===== config.mk =====
export PLATFORM = sky130hd
export DESIGN_NAME = fault_first_logger
export DESIGN_NICKNAME = d
export VERILOG_FILES = /design/src/rtl/ffl_pkg.sv /design/src/rtl/ffl_bank.sv /design/src/rtl/ffl_capture.sv /design/src/rtl/ffl_mck.sv /design/src/rtl/fault_first_logger.sv
export SDC_FILE = /design/constraint.sdc
export NUM_CORES = 1
export LEC_CHECK = 0
export BUFFER_PORTS_ARGS = -buffer_cell sky130_fd_sc_hd__buf_2
export CAP_MARGIN = 20
export CORE_MARGIN = 8
export CORE_UTILIZATION = 50
export DETAILED_ROUTE_END_ITERATION = 7
export PLACE_DENSITY = 0.85
export SLEW_MARGIN = 10
export SYNTH_ARGS = -nofsm -noshare
export SYNTH_HDL_FRONTEND = slang
export SYNTH_HIERARCHICAL = 1
export SYNTH_SLANG_ARGS = --single-unit

===== constraint.sdc =====
create_clock -name clk_i -period 10.67 [get_ports clk_i]
set_clock_uncertainty 0.1 [all_clocks]
set_input_delay 0.5335 -clock clk_i [delete_from_list [all_inputs] [get_ports clk_i]]
set_output_delay 0.5335 -clock clk_i [all_outputs]
set_load 0.05 [all_outputs]

===== src/rtl/ffl_pkg.sv =====
package ffl_pkg;
  localparam int BANKS     = 3;
  localparam int BANK_W    = 16;
  localparam int LANES     = BANKS * BANK_W;

  // Lanes that may hold a detection bit, bank 2 : bank 1 : bank 0.
  localparam logic [LANES-1:0] DEF_DET_MASK = {16'hB000, 16'h0039, 16'h00F7};
  // Lanes that raise machine check unconditionally.
  localparam logic [LANES-1:0] DEF_MCK_MASK = {16'h0000, 16'h0038, 16'h00F7};
  // Sideband lane gated by the enable input.
  localparam int DEF_SIDE_LANE = 16;

  typedef enum logic [1:0] {
    BANK_ERR_A = 2'd0,
    BANK_ERR_B = 2'd1,
    BANK_STAT  = 2'd2,
    BANK_NONE  = 2'd3
  } bank_sel_e;
endpackage


===== src/rtl/ffl_bank.sv =====
module ffl_bank #(
  parameter int              BW   = 16,
  parameter logic [BW-1:0]   MASK = '1
) (
  input  logic          clk_i,
  input  logic          rst_ni,
  input  logic          load_i,
  input  logic [BW-1:0] ev_i,
  input  logic          clr_i,
  input  logic [BW-1:0] clr_mask_i,
  output logic [BW-1:0] det_o
);
  logic [BW-1:0] det_q;

  always_ff @(posedge clk_i) begin
    if (!rst_ni) begin
      det_q <= '0;
    end else if (load_i) begin
      det_q <= ev_i & MASK;
    end else if (clr_i) begin
      det_q <= det_q & ~clr_mask_i;
    end
  end

  assign det_o = det_q;
endmodule


===== src/rtl/ffl_capture.sv =====
module ffl_capture #(
  parameter int AW    = 32,
  parameter int CW    = 4,
  parameter int LANES = 48,
  localparam int SRC_W = $clog2(LANES)
) (
  input  logic             clk_i,
  input  logic             rst_ni,
  input  logic             load_i,
  input  logic [AW-1:0]    addr_i,
  input  logic [CW-1:0]    cmd_i,
  input  logic [LANES-1:0] lanes_i,
  output logic [AW-1:0]    addr_o,
  output logic [CW-1:0]    cmd_o,
  output logic [SRC_W-1:0] src_o
);
  logic [SRC_W-1:0] first_lane;
  logic [AW-1:0]    addr_q;
  logic [CW-1:0]    cmd_q;
  logic [SRC_W-1:0] src_q;

  // Lowest set lane wins.
  always_comb begin
    first_lane = '0;
    for (int i = LANES - 1; i >= 0; i--) begin
      if (lanes_i[i]) first_lane = SRC_W'(i);
    end
  end

  always_ff @(posedge clk_i) begin
    if (!rst_ni) begin
      addr_q <= '0;
      cmd_q  <= '0;
      src_q  <= '0;
    end else if (load_i) begin
      addr_q <= addr_i;
      cmd_q  <= cmd_i;
      src_q  <= first_lane;
    end
  end

  assign addr_o = addr_q;
  assign cmd_o  = cmd_q;
  assign src_o  = src_q;
endmodule


===== src/rtl/ffl_mck.sv =====
module ffl_mck #(
  parameter int               LANES     = 48,
  parameter logic [LANES-1:0] MCK_MASK  = '0,
  parameter int               SIDE_LANE = 16
) (
  input  logic [LANES-1:0] det_i,
  input  logic             side_en_i,
  output logic             mcp_o
);
  logic fixed_req;
  logic side_req;

  assign fixed_req = |(det_i & MCK_MASK);
  assign side_req  = det_i[SIDE_LANE] & side_en_i;
  assign mcp_o     = fixed_req | side_req;
endmodule


===== src/rtl/fault_first_logger.sv =====
module fault_first_logger #(
  parameter int AW = 32,
  parameter int CW = 4,
  parameter int NB = ffl_pkg::BANKS,
  parameter int BW = ffl_pkg::BANK_W,
  parameter logic [NB*BW-1:0] DET_MASK  = ffl_pkg::DEF_DET_MASK,
  parameter logic [NB*BW-1:0] MCK_MASK  = ffl_pkg::DEF_MCK_MASK,
  parameter int               SIDE_LANE = ffl_pkg::DEF_SIDE_LANE,
  localparam int LANES = NB * BW,
  localparam int SEL_W = $clog2(NB + 1),
  localparam int SRC_W = $clog2(LANES)
) (
  input  logic             clk_i,
  input  logic             rst_ni,
  input  logic [LANES-1:0] ev_i,
  input  logic [AW-1:0]    addr_i,
  input  logic [CW-1:0]    cmd_i,
  input  logic             clr_en_i,
  input  logic [SEL_W-1:0] clr_bank_i,
  input  logic [BW-1:0]    clr_mask_i,
  input  logic             mck_en_i,
  output logic [LANES-1:0] det_o,
  output logic [AW-1:0]    cap_addr_o,
  output logic [CW-1:0]    cap_cmd_o,
  output logic [SRC_W-1:0] cap_src_o,
  output logic             mcp_o
);
  logic [LANES-1:0] det;
  logic [LANES-1:0] accepted;
  logic             open;
  logic             load;

  assign accepted = ev_i & DET_MASK;
  assign open     = ~|det;
  assign load     = open & (|accepted);

  for (genvar b = 0; b < NB; b++) begin : g_bank
    logic clr_sel;
    assign clr_sel = clr_en_i && (clr_bank_i == SEL_W'(b));
    ffl_bank #(
      .BW   (BW),
      .MASK (DET_MASK[b*BW +: BW])
    ) u_bank (
      .clk_i      (clk_i),
      .rst_ni     (rst_ni),
      .load_i     (load),
      .ev_i       (ev_i[b*BW +: BW]),
      .clr_i      (clr_sel),
      .clr_mask_i (clr_mask_i),
      .det_o      (det[b*BW +: BW])
    );
  end

  ffl_capture #(
    .AW    (AW),
    .CW    (CW),
    .LANES (LANES)
  ) u_capture (
    .clk_i   (clk_i),
    .rst_ni  (rst_ni),
    .load_i  (load),
    .addr_i  (addr_i),
    .cmd_i   (cmd_i),
    .lanes_i (accepted),
    .addr_o  (cap_addr_o),
    .cmd_o   (cap_cmd_o),
    .src_o   (cap_src_o)
  );

  ffl_mck #(
    .LANES     (LANES),
    .MCK_MASK  (MCK_MASK),
    .SIDE_LANE (SIDE_LANE)
  ) u_mck (
    .det_i     (det),
    .side_en_i (mck_en_i),
    .mcp_o     (mcp_o)
  );

  assign det_o = det;
endmodule


; After elaboration in Yosys (flattened, before gate mapping)
; Index checks and enable logic that the tools add are counted.
[classes]
n_reduce_logical = 12
muxes = 20
bitwise_logic = 8
eq_ne = 2
[ops]
columns = operator, n
row1 = $mux W6, 16
row2 = $and A16 B16 Y16, 3
row3 = $reduce_or A48 Y1, 1
row4 = $mux W16, 2
row5 = $mux W8, 2
row6 = $not A16 Y16, 1
row7 = $reduce_or A14 Y1, 1
row8 = $reduce_or A10 Y1, 1
row9 = $reduce_bool A2 Y1, 3
row10 = $logic_and A1 B1 Y1, 3
row11 = $and A1 B1 Y1, 2
row12 = $eq A2 B1 Y1 const B, 1
row13 = $eq A2 B2 Y1 const B, 1
row14 = $logic_not A2 Y1, 1
row15 = $reduce_or A2 Y1, 1
row16 = $logic_not A1 Y1, 1
row17 = $not A1 Y1, 1
row18 = $or A1 B1 Y1, 1
[word_totals]
wordCells = 51
reg_bits = 90
in_bits = 106
out_inout_bits = 91

; Logic depth before layout (Yosys ltp)
[depth]
depth_word = 14
depth_mapped = 9
ltp_nobuf = 8

; Cells and area by module
; The synthesis kept the hierarchy.
[by_module_without_submodules]
columns = mod, cells_each, instances, area_each_um2, seq_area_each_um2
row1 = ffl_capture, 238, 1, 2139.6, 840.8
row2 = ffl_bank at g_bank[0].u_bank, 67, 1, 666.9, 320.3
row3 = ffl_bank at g_bank[1].u_bank, 60, 1, 588.1, 320.3
row4 = ffl_bank at g_bank[2].u_bank, 58, 1, 574.3, 320.3
row5 = fault_first_logger, 25, 1, 191.4, 0.0
row6 = ffl_mck, 4, 1, 25.0, 0.0

; Least setup slack after synthesis
; OpenSTA, ideal clock, no wires.
[synth_path]
path_type = register to register
from = register g_bank[0].u_bank.det_q[6]
to = register u_capture.src_q[5], in the netlist u_capture/src_o[5]
t_required_ps = 10512
period_less_slack_ps = 3798
n_path_buf = 1
setup_time_ps = 58
arrival_time_ps = 3640
stages_incl_launch_ff = 10
setup_slack_ps = 6872
path_cell_list = dfxtp_1 > nor4_2 > nand4_1 > nor4_2 > buf_4 > or3b_4 > nor4b_2 > nand3_1 > nor4_1 > o21a_1
[synth_between]
elab_chain_cells = 3
[synth_rtl]
columns = item, line_no
row1 = start: declaration, ffl_bank.sv:13  ; logic [BW-1:0] det_q;
row2 = start signal: assignment, ffl_bank.sv:19  ; det_q <= ev_i & MASK;
row3 = start signal: assignment, ffl_bank.sv:21  ; det_q <= det_q & ~clr_mask_i;
row4 = $reduce_or A48 Y1, fault_first_logger.sv:34  ; assign open = ~|det;
row5 = $logic_not A1 Y1, fault_first_logger.sv:34
row6 = $and A1 B1 Y1, fault_first_logger.sv:35  ; assign load = open & (|accepted);
row7 = via load, fault_first_logger.sv:31  ; logic load;
row8 = end signal: assignment, ffl_capture.sv:38  ; src_q <= first_lane;
row9 = end: declaration, ffl_capture.sv:20  ; logic [SRC_W-1:0] src_q;
; The timed path passes the listed nets, and every way through them passes these cells.
; A chain may end at the register's enable or synchronous reset.

; Final worst setup path
[layout_path]
from = register g_bank[0].u_bank.det_q[12]
to = register u_capture.src_q[5], in the netlist u_capture/src_o[5]
; Same word-level chain as after synthesis.

==> flow_summary_export.csv <==
group,metric,value,unit
logic_synthesis,synthAdderAreaFrac,0,%
timing,tns,0,ps
pwr,leakage,2.63,nW
drt,viasPerCell,4.90,
critical_path,worstReg2RegStart,"g_bank[0].u_bank/det_o[12]",
timing,rsz0062_at_grt,"false",
critical_path,crit_start,"g_bank[0].u_bank/det_o[12]",
timing,fin_crit_sh,34.2,%
critical_path,crit_end,"u_capture/src_o[5]",
drt,wl_per_cell,14.6,um
die,die_h,107,um
logic_synthesis,synth_seq_cells,90,
pwr,combPwrFrac,58.2,%
clock_network,insertion_delay,350,ps
logic_synthesis,syn_area,4190,sq um
critical_path,arrival,3830,ps
timing,max-slew-margin-rel,34.5,%
logic_synthesis,netlist_top_cells_area,"dfxtp_1, mux2i_1, a21oi_2",
logic_synthesis,yosys_most_used_dff,"dfxtp_1",
final_layout,fin_nets,836,
pwr,ir_drop,0.000315,V
logic_synthesis,synth.distinct_cells,54,
pwr,internal_power,0.000818,W
critical_path,rrSetupSlack,7020,ps
timing,worst_pin_slew,982,ps
timing,max_freq,0.274,GHz
critical_path,reg2reg_depth,9,
die,die_w,107,um
worst_hold_path,worstHoldPathType,"in2reg",
die,rows,33,
placement,io_buffers,162,
final_layout,antenna_cells,0,
logic_synthesis,synth_top_area_share,43.0,%
timing,setup_viol,0,
logic_synthesis,synth-xor-area-share,0,%
die,core_area,8180,sq um
pwr,power_density,289,nW/um^2
grt,antenna_found_initial,1,
drt,ant_nets,0,
logic_synthesis,synth-simple-area-share,27.5,%
critical_path,r2r_end,"u_capture/src_o[5]",
grt,grt_pass1_vias,4134,
final_layout,drive_gt1_share,30.6,%
timing,period_needed,3650,ps
critical_path,worstPathRequired,10850,ps
logic_synthesis,yosysWarnings,6,
clock_network,cts_tree,"built",
logic_synthesis,synth-edff-count,0,
pwr,power.share.switching,50.2,%
logic_synthesis,async_flop_share,0,%
clock_network,h-tree-depth,3,
clock_network,post_cts_buffers,0,
die,ioPinCount,197,
logic_synthesis,synth_top_family_by_area,"simple AND/OR/NAND/NOR gates",
logic_synthesis,syn_inst,452,
critical_path,path_max_fanout,75,
clock_network,clk_pin_slew_worst_paths,100,ps
clock_network,cts.sink_count,90,
clock_network,clockBufferDepth,2,
drt,drt-total-wl,12200,um
critical_path,worstSetupPathType,"reg2reg",
placement,place_hpwl,9520,um
grt,grt-ovfl-total,0,
drt,dr.pass1.iters,4,
logic_synthesis,synth_compound_area_share,16.8,%
timing,finalHoldViolations,0,
clock_network,cts-hold-fix-buffers,0,
drt,vias,4112,
pwr,switchingPower,0.000824,W
final_layout,fillerInstances,667,
logic_synthesis,ys_seq_area_share,43.0,%
critical_path,critPathLaunchType,"register",
grt,grt_max_degree,76,
drt,drtIter0Drc,197,
critical_path,critPathCaptureType,"register",
grt,grtUsageTotal,20.2,%
timing,hold_slack,285,ps
job,drv_cap,0,
pwr,seqPwrFrac,28.6,%
clock_network,cts_buffers,9,
grt,grt_pass1_wl,19000,um
placement,gp_congestion,0.888,
status,status,"complete, no violations",
clock_network,cts_root_buf,"clkbuf_8",
final_layout,syn2layout_area_growth,35.5,%
pwr,power.share.clock,13.2,%
logic_synthesis,synth_top_area_cell,"dfxtp_1",
logic_synthesis,synthMuxAreaShare,8.61,%
drt,drc,0,
clock_network,cts_resized,0,
logic_synthesis,syn_avg_cell_area,9.26,sq um
timing,slew_viol_final,0,
die,dieArea,11600,sq um
die,start_util,51.2,%
[registers in the layout, indices dropped and copies added, names as in the netlist]
register / cells
u_capture/addr_o: 32
u_capture/src_o: 6
g_bank.u_bank/det_o: 48
u_capture/cmd_o: 4
[worst min-delay path by stage]
| stage | from | to | cells past startpoint | slack [ps] |
|---|---|---|---|---|
| floorplan | clr_mask_i[10] | g_bank[0].u_bank/det_o[10] | 1 | 520 |
| global placement | g_bank[2].u_bank/det_o[6] | g_bank[2].u_bank/det_o[6] | 2 | 340 |
| detailed placement | g_bank[2].u_bank/det_o[1] | g_bank[2].u_bank/det_o[1] | 2 | 350 |
| CTS | clr_mask_i[1] | g_bank[1].u_bank/det_o[1] | 2 | 280 |
| global route | clr_mask_i[0] | g_bank[2].u_bank/det_o[0] | 2 | 270 |
| finish | clr_mask_i[0] | g_bank[2].u_bank/det_o[0] | 2 | 290 |
[synth_stat cells (2+ instances only)]
master     count
a21boi_0       9
o21ai_1        2
o21ai_0        4
a21oi_2       29
o2111ai_1      2
buf_2          2
a21oi_1       13
nand2b_1       4
nand3b_1      15
nor2_1        21
o211ai_1       2
a21boi_1       2
nor3_1         7
a41oi_1        3
buf_6          5
inv_1         10
nor2b_1       39
a21boi_2       4
clkbuf_2       2
mux2i_1       36
or3_1          2
nand3_1        4
o22ai_1        3
clkbuf_1       8
a211oi_1       2
and3b_1        2
nand4_1        3
dfxtp_1       90
o31ai_1        3
nor4_1        26
nor4_2         5
o21a_1         2
a221oi_1       2
nand2_1       67
nor2b_4        3
[placed cells by master, fill, tap and decap left out, types with 3 or more instances in the layout]
cell type,synthesis,layout
clkbuf_8,1,9
conb_1,1,123
o22ai_1,3,3
nor4_2,5,4
nor2b_4,3,3
buf_2,2,162
dfxtp_1,90,90
nand3b_1,15,15
nor3_1,7,7
inv_6,0,3
a21oi_1,13,13
nand2b_1,4,4
o21ai_0,4,4
a21boi_0,9,9
a21boi_2,4,4
inv_1,10,10
nand3_1,4,4
o31ai_1,3,3
a41oi_1,3,3
nor2b_1,39,39
nor2_1,21,21
a21oi_2,29,29
nand4_1,3,3
mux2i_1,36,36
nor4_1,26,26
nand2_1,67,67
[cell families (layout without fill, tap and decap cells)]
family,count (synthesis),count (layout)
flip-flops,90,90
buffers and inverters,29,190
other,1,123
multiplexers,36,36
AO/OA/AOI/OAI,91,91
AND/OR/NAND/NOR,205,205
[per-layer routing]
| metal | vias to the layer above | wire, um | track usage, % | share of wire (%) |
|---|---|---|---|---|
| met4 | 2 | 147 | 5.25 | 1.2 |
| met2 | 152 | 5850 | 34.9 | 48 |
| met3 | 13 | 1310 | 7.90 | 11 |
| li1 | 2047 | - | - | - |
| met1 | 1898 | 4920 | 22.6 | 40 |
| met5 | - | 13 | 0 | 0.11 |
[critical path: stages, from the launching register on]
cell and delay (ps):
dfxtp_1 330, nor4_1 430, nand4_1 210, nor4_4 290, buf_4 780, or3b_4 500
nor4b_2 330, nand3_1 140, nor4_1 270, o21a_1 160
[stage by stage]
| step | instance area (sq um) | worst slack (ps) | power (W) | util [%] | std cells |
|---|---|---|---|---|---|
| after floorplan | 4640 | 6870 | 0.00125 | - | 574 |
| after global placement | 5490 | 7100 | 0.00140 | 67.1 | 824 |
| after detailed placement | 5490 | 6990 | 0.00143 | 67.1 | 824 |
| after CTS | 5670 | 6990 | 0.00165 | 69.4 | 840 |
| after global routing | 5670 | 6780 | 0.00173 | 69.4 | 840 |
| final | 5670 | 7020 | 0.00164 | 69.4 | 840 |
[power groups by stage]
stage,clock network (W),logic (W),registers [W]
floorplan,0,0.000527,0.000724
global placement,0,0.000933,0.000469
detailed placement,0,0.000958,0.000473
CTS,0.000222,0.000956,0.000467
global route,0.000236,0.00102,0.000477
finish,0.000217,0.000955,0.000469
[layout make-up]
type	count	area (sq um)	share of cell area, %
clock buffers	9	124	2.18
well taps	105	131	2.32
repair buffers	164	826	14.6
flip-flops and latches	90	1800	31.8
inverters	10	37.5	0.662
clock inverters	7	62.6	1.10
multi-input cells	455	2690	47.4
No activity file was read; power rests on OpenSTA's default activity.
